## src/rtl/fault_seq_pkg.sv

```systemverilog
package fault_seq_pkg;

  typedef enum logic [2:0] {
    ST_RUN    = 3'd0,
    ST_ONWIN  = 3'd1,
    ST_OFFWIN = 3'd2,
    ST_THERM  = 3'd3,
    ST_HOLD   = 3'd4
  } seqState_t;

  // strobes from the control FSM to the datapath
  typedef struct packed {
    logic cntClr;      // restart the tick counter
    logic sawLoad;     // load the overcurrent-seen register
    logic sawInit;     // value loaded into it
    logic enNext;      // next outEnable
    logic olFlagNext;  // next olFlagSet
    logic otFlagNext;  // next otFlagSet
    logic clrNext;     // next clrVoltSel
  } seqStrobe_t;

endpackage

```

## src/rtl/fault_sync.sv

```systemverilog
module fault_sync #(
  parameter int STAGES = 2
) (
  input  logic clk,
  input  logic rstN,
  input  logic asyncIn,
  output logic syncOut
);

  logic [STAGES-1:0] chain;

  generate
    for (genvar i = 0; i < STAGES; i++) begin : g_stage
      if (i == 0) begin : g_first
        always_ff @(posedge clk or negedge rstN) begin
          if (!rstN) chain[0] <= 1'b0;
          else       chain[0] <= asyncIn;
        end
      end else begin : g_next
        always_ff @(posedge clk or negedge rstN) begin
          if (!rstN) chain[i] <= 1'b0;
          else       chain[i] <= chain[i-1];
        end
      end
    end
  endgenerate

  assign syncOut = chain[STAGES-1];

endmodule

```

## src/rtl/fault_seq_dp.sv

```systemverilog
module fault_seq_dp
  import fault_seq_pkg::*;
#(
  parameter int ON_TICKS    = 90,
  parameter int OFF_TICKS   = 900,
  parameter int SYNC_STAGES = 2
) (
  input  logic       clk,
  input  logic       rstN,
  input  logic       msTick,
  input  logic       overloadIn,
  input  logic       overTempIn,
  input  seqStrobe_t strobe,
  output logic       olSync,
  output logic       otSync,
  output logic       onDone,
  output logic       offDone,
  output logic       sawOl,
  output logic       outEnable,
  output logic       olFlagSet,
  output logic       otFlagSet,
  output logic       clrVoltSel
);

  localparam int MAX_TICKS = (ON_TICKS > OFF_TICKS) ? ON_TICKS : OFF_TICKS;
  localparam int CNT_W     = $clog2(MAX_TICKS + 1);
  localparam logic [CNT_W-1:0] CNT_MAX  = CNT_W'(MAX_TICKS - 1);
  localparam logic [CNT_W-1:0] ON_LAST  = CNT_W'(ON_TICKS - 1);
  localparam logic [CNT_W-1:0] OFF_LAST = CNT_W'(OFF_TICKS - 1);

  logic [1:0] faultRaw;
  logic [1:0] faultSync;
  logic [CNT_W-1:0] tickCnt;

  assign faultRaw = {overTempIn, overloadIn};

  generate
    for (genvar k = 0; k < 2; k++) begin : g_sync
      fault_sync #(.STAGES(SYNC_STAGES)) u_sync (
        .clk    (clk),
        .rstN   (rstN),
        .asyncIn(faultRaw[k]),
        .syncOut(faultSync[k])
      );
    end
  endgenerate

  assign olSync = faultSync[0];
  assign otSync = faultSync[1];

  // tick counter, saturating
  always_ff @(posedge clk or negedge rstN) begin
    if (!rstN)                          tickCnt <= '0;
    else if (strobe.cntClr)             tickCnt <= '0;
    else if (msTick && tickCnt != CNT_MAX) tickCnt <= tickCnt + 1'b1;
  end

  assign onDone  = msTick && (tickCnt == ON_LAST);
  assign offDone = msTick && (tickCnt == OFF_LAST);

  // overcurrent seen during the current on window
  always_ff @(posedge clk or negedge rstN) begin
    if (!rstN)              sawOl <= 1'b0;
    else if (strobe.sawLoad) sawOl <= strobe.sawInit;
    else if (olSync)         sawOl <= 1'b1;
  end

  always_ff @(posedge clk or negedge rstN) begin
    if (!rstN) begin
      outEnable  <= 1'b0;
      olFlagSet  <= 1'b0;
      otFlagSet  <= 1'b0;
      clrVoltSel <= 1'b0;
    end else begin
      outEnable  <= strobe.enNext;
      olFlagSet  <= strobe.olFlagNext;
      otFlagSet  <= strobe.otFlagNext;
      clrVoltSel <= strobe.clrNext;
    end
  end


  no_overflow_chk: assert property (@(posedge clk) disable iff (!rstN)
    tickCnt <= CNT_MAX);


  therm_off_chk: assert property (@(posedge clk) disable iff (!rstN)
    otSync |=> (otFlagSet && !outEnable));

endmodule

```

## src/rtl/fault_seq_ctrl.sv

```systemverilog
module fault_seq_ctrl
  import fault_seq_pkg::*;
(
  input  logic       clk,
  input  logic       rstN,
  input  logic       olSync,
  input  logic       otSync,
  input  logic       onDone,
  input  logic       offDone,
  input  logic       sawOl,
  input  logic       staticLimit,
  input  logic       olLatchOff,
  input  logic       thLatchOff,
  input  logic       voltActive,
  output seqStrobe_t strobe
);

  seqState_t state, stateNext;
  logic      winFault;
  logic      olFlagNow;

  assign winFault = sawOl || olSync;

  always_comb begin
    stateNext   = state;
    strobe      = '0;
    olFlagNow   = 1'b0;
    unique case (state)
      ST_RUN: begin
        if (otSync) begin
          stateNext = ST_THERM;
        end else if (olSync && !staticLimit) begin
          stateNext      = ST_ONWIN;
          strobe.cntClr  = 1'b1;
          strobe.sawLoad = 1'b1;
          strobe.sawInit = 1'b1;
        end else if (olSync) begin
          olFlagNow = 1'b1;
        end
      end
      ST_ONWIN: begin
        if (otSync) begin
          stateNext = ST_THERM;
        end else if (onDone) begin
          if (winFault) begin
            olFlagNow     = 1'b1;
            stateNext     = olLatchOff ? ST_HOLD : ST_OFFWIN;
            strobe.cntClr = 1'b1;
          end else begin
            stateNext = ST_RUN;
          end
        end
      end
      ST_OFFWIN: begin
        if (otSync) begin
          stateNext = ST_THERM;
        end else if (offDone) begin
          stateNext      = ST_ONWIN;
          strobe.cntClr  = 1'b1;
          strobe.sawLoad = 1'b1;
          strobe.sawInit = 1'b0;
        end
      end
      ST_THERM: begin
        if (!otSync) stateNext = thLatchOff ? ST_HOLD : ST_RUN;
      end
      ST_HOLD: begin
        if (otSync)           stateNext = ST_THERM;
        else if (!voltActive) stateNext = ST_RUN;
      end
      default: stateNext = ST_RUN;
    endcase
    strobe.olFlagNext = olFlagNow;
    strobe.otFlagNext = (stateNext == ST_THERM);
    strobe.clrNext    = (stateNext == ST_HOLD);
    strobe.enNext     = voltActive &&
                        ((stateNext == ST_RUN) || (stateNext == ST_ONWIN));
  end

  always_ff @(posedge clk or negedge rstN) begin
    if (!rstN) state <= ST_RUN;
    else       state <= stateNext;
  end


  off_hold_chk: assert property (@(posedge clk) disable iff (!rstN)
    (state == ST_OFFWIN && !offDone && !otSync) |=> (state == ST_OFFWIN));


  static_stay_chk: assert property (@(posedge clk) disable iff (!rstN)
    (state == ST_RUN && staticLimit && olSync && !otSync) |=> (state == ST_RUN));


  therm_prio_chk: assert property (@(posedge clk) disable iff (!rstN)
    (state == ST_THERM && otSync) |=> (state == ST_THERM));

endmodule

```

## src/rtl/fault_restart_seq.sv

```systemverilog
module fault_restart_seq
  import fault_seq_pkg::*;
#(
  parameter int VSEL_W      = 4,
  parameter int ON_TICKS    = 90,
  parameter int OFF_TICKS   = 900,
  parameter int SYNC_STAGES = 2
) (
  input  logic              clk,
  input  logic              rstN,
  input  logic              msTick,
  input  logic              overloadIn,
  input  logic              overTempIn,
  input  logic              staticLimit,
  input  logic              olLatchOff,
  input  logic              thLatchOff,
  input  logic [VSEL_W-1:0] voltSel,
  output logic              outEnable,
  output logic              olFlagSet,
  output logic              otFlagSet,
  output logic              clrVoltSel
);

  seqStrobe_t strobe;
  logic olSync, otSync, onDone, offDone, sawOl;
  logic voltActive;

  assign voltActive = |voltSel;

  fault_seq_dp #(
    .ON_TICKS   (ON_TICKS),
    .OFF_TICKS  (OFF_TICKS),
    .SYNC_STAGES(SYNC_STAGES)
  ) u_dp (
    .clk       (clk),
    .rstN      (rstN),
    .msTick    (msTick),
    .overloadIn(overloadIn),
    .overTempIn(overTempIn),
    .strobe    (strobe),
    .olSync    (olSync),
    .otSync    (otSync),
    .onDone    (onDone),
    .offDone   (offDone),
    .sawOl     (sawOl),
    .outEnable (outEnable),
    .olFlagSet (olFlagSet),
    .otFlagSet (otFlagSet),
    .clrVoltSel(clrVoltSel)
  );

  fault_seq_ctrl u_ctrl (
    .clk        (clk),
    .rstN       (rstN),
    .olSync     (olSync),
    .otSync     (otSync),
    .onDone     (onDone),
    .offDone    (offDone),
    .sawOl      (sawOl),
    .staticLimit(staticLimit),
    .olLatchOff (olLatchOff),
    .thLatchOff (thLatchOff),
    .voltActive (voltActive),
    .strobe     (strobe)
  );


  standby_off_chk: assert property (@(posedge clk) disable iff (!rstN)
    (voltSel == '0) |=> !outEnable);


  hold_off_chk: assert property (@(posedge clk) disable iff (!rstN)
    clrVoltSel |-> !outEnable);

endmodule

```

## config.mk

```make
export PLATFORM = sky130hd
export DESIGN_NAME = fault_restart_seq
export DESIGN_NICKNAME = d
export VERILOG_FILES = /design/src/rtl/fault_seq_pkg.sv /design/src/rtl/fault_sync.sv /design/src/rtl/fault_seq_dp.sv /design/src/rtl/fault_seq_ctrl.sv /design/src/rtl/fault_restart_seq.sv
export SDC_FILE = /design/constraint.sdc
export NUM_CORES = 1
export LEC_CHECK = 0
export CORE_ASPECT_RATIO = 0.7
export CORE_UTILIZATION = 35
export DETAILED_ROUTE_END_ITERATION = 12
export MAX_ROUTING_LAYER = met4
export SKIP_CTS_REPAIR_TIMING = 1
export SLEW_MARGIN = 40
export SYNTH_ARGS = -nofsm -noshare
export SYNTH_HDL_FRONTEND = slang
export SYNTH_SLANG_ARGS = --single-unit
```

## constraint.sdc

```tcl
create_clock -name clk -period 2.87 [get_ports clk]
set_input_delay 0.574 -clock clk [delete_from_list [all_inputs] [get_ports clk]]
set_output_delay 0.574 -clock clk [all_outputs]
set_load 0.01 [all_outputs]
```

==> flow_summary.ini <==
[logic_synthesis]
synth_most_common_cell = dfrtp_1
syn-instance-count = 110
synth_nets = 124
async_reset_ff_share_pct = 100
ys.flop_type = dfrtp_1
postSynthAreaPerCell_um2 = 10.6
synth-edff-count = 0
ys_types = 38
synthTopCellsByCount = dfrtp_1, nor3_1, nand4_1
syn-cell-area_mm2 = 0.00117
synth_warnings = 0
synthTopCellsByArea = dfrtp_1, nand4_1, nor3_1
ys_seq_area_share_pct = 47.2
synth_top_area_share_pct = 47.2
synth-seq-cells = 22
yosys.area.top_type = dfrtp_1

[detailed_routing]
wire_per_inst_um = 13.9
detail-route-antenna-nets = 0
first_pass_iters = 6
drt_iter0_drc = 41
drc = 0
vias = 933
wirelength_um = 2310
avgViaCountPerCell = 5.62

[floorplan]
num_io_pins = 16
num_rows = 17
die_h_um = 50.3
initial_utilization_pct = 36.8
core-area_mm2 = 0.00317
die_x_um = 71.0
fp.dieArea_mm2 = 0.00357

[setup_path]
end_kind = flop
r2r_start = u_dp.tickCnt[0]
cp.arrival_ns = 2.08
path_class = flop to flop
worst-r2r-setup-slack_ns = 0.91
reg2reg_depth = 5
path_max_fanout = 10
r2r-end = u_dp.tickCnt[3]
start_kind = flop
critPathRequiredTime_ns = 2.99

[place]
dpl.hpwl_um = 1770
pre_cts_slack_ns = 0.647
place_congestion = 0.897
portBuffers = 15

[clock_network]
h-tree-depth = 1
cts_root_buffer = clkbuf_8
tritoncts = yes
clk_latency_ns = 0.27
path_clk_slew_ns = 0.08
clk_path_buf_depth = 2
clock_sinks = 22
numCtsBuffers = 3

[sta]
setup_violations = 0
finClkSkew_ns = 0.00839
hold_ws_ns = 0.354
tns_ns = 0
fmaxAchievable_ghz = 0.510
rsz0062_at_grt = false
final_hold_viol_count = 0
worst_pin_slew_ns = 0.591
slew_viol_final = 0
fin_crit_ns = 1.96
relSlewSlack_pct = 60.5
finalCritPeriodShare_pct = 68.3
setup_slack_ns = 0.911

[grt]
grt_max_degree = 23
grt-ovfl-total = 0
gr-usage-all-layers_pct = 14.9
antenna_found_initial = 0
grt_pass1_vias = 810
grt_pass1_wl_um = 3920

[min_path]
min_to = u_dp.g_sync[0].u_sync.syncOut
holdCritPathClass = flop to flop
whs_path_depth = 0
hold_start = u_dp.g_sync[0].u_sync.chain[0]

[layout]
diodes = 0
post-route-util_pct = 45.4
layout.nets = 143
drive_gt1_share_pct = 11.7
syn_to_final_growth_pct = 23.3

[pwr]
power.total_mw = 1.07
pwr_density_cell_mw_per_mm2 = 748
cellLeakagePower_nw = 0.594
peakVddDrop_v = 0.000298

[run]
maxCapViolCount = 0

[outcome]
status = completed
[worst max path at each step]
| stage | to | cells after the start | startpoint |
|---|---|---|---|
| 2_1_floorplan | u_dp.tickCnt[0] | 4 | u_dp.tickCnt[2] |
| 3_3_place_gp | u_dp.tickCnt[6] | 4 | msTick |
| 3_5_place_dp | u_dp.tickCnt[3] | 6 | msTick |
| 4_1_cts | u_dp.tickCnt[3] | 5 | u_dp.tickCnt[0] |
| 5_1_grt | u_dp.tickCnt[8] | 5 | u_dp.tickCnt[0] |
| 6_report | u_dp.tickCnt[3] | 5 | u_dp.tickCnt[0] |
[cell type report]
cell class / instances / area (µm²)
clock buffers: 3 / 41.3
clock inverters: 1 / 30.0
fillers: 280 / 1730
inverters: 2 / 7.51
multi-input cells: 83 / 596
flip-flops and latches: 22 / 551
well taps: 38 / 47.5
repair buffers: 17 / 165
[metrics by stage]
step	std cells	area [µm²]
6_report	166	1440
4_1_cts	166	1440
3_3_place_gp	162	1370
5_1_grt	166	1440
3_5_place_dp	162	1370
2_1_floorplan	110	1170
[where the power goes]
part           switching [mW]  internal (mW)  total (mW)
sequential              0.119          0.375       0.494
combinational           0.142          0.153       0.295
clock                  0.0996          0.186       0.286
total                   0.360          0.715        1.07
[state kept, by name, indices dropped and copies added, names as in the netlist]
signal / flops
u_ctrl.state: 3
u_dp.clrVoltSel: 1
u_dp.g_sync.u_sync.chain: 2
u_dp.g_sync.u_sync.syncOut: 2
u_dp.olFlagSet: 1
u_dp.otFlagSet: 1
u_dp.outEnable: 1
u_dp.sawOl: 1
u_dp.tickCnt: 10
[metal layers]
layer | vias to the layer above | global-route usage, % | part of all wire [%]
met2 | 24 | 20.4 | 42
met1 | 451 | 21.1 | 52
met5 | - | - | 0
met4 | 0 | 4.33 | 1.3
met3 | 5 | 4.62 | 4.7
li1 | 453 | - | -
[cells by family (layout without fill, tap and decap cells)]
group                      Yosys count  in the layout  synth area share (%)
muxes                                2              2                  1.82
DFF                                 22             22                  47.2
AOI/OAI and AO/OA                   16             16                  10.7
and+or+nand+nor                     55             55                  30.4
adders and majority gates            2              2                  2.15
buffers and inverters                5             23                  1.72
xor gates and xnor gates             8              8                  6.01
[placed cells by master (no fill, tap or decap), types with 2 or more instances in the layout]
cell type and count:
xnor2_1 3, and2_1 3, nand4_1 9, o2bb2ai_1 2
xor2_1 5, a21oi_1 4, and3b_1 2, ha_1 2
inv_1 2, nor2b_1 2, a31oi_1 2, nor2_1 7
nor4_1 2, clkbuf_8 3, dfrtp_1 22, nand2_1 5
o21ai_0 4, buf_4 2, clkdlybuf4s50_1 15, nor3_1 11
nand2b_1 2
[critical path, cell delays in order, from the launching register on]
cell     delay [ns]
dfrtp_1        0.49
ha_1           0.23
and2_1         0.22
nand4_2        0.21
o41ai_4        0.54
nor3_1         0.12
Power figures use the tool's default switching activity.
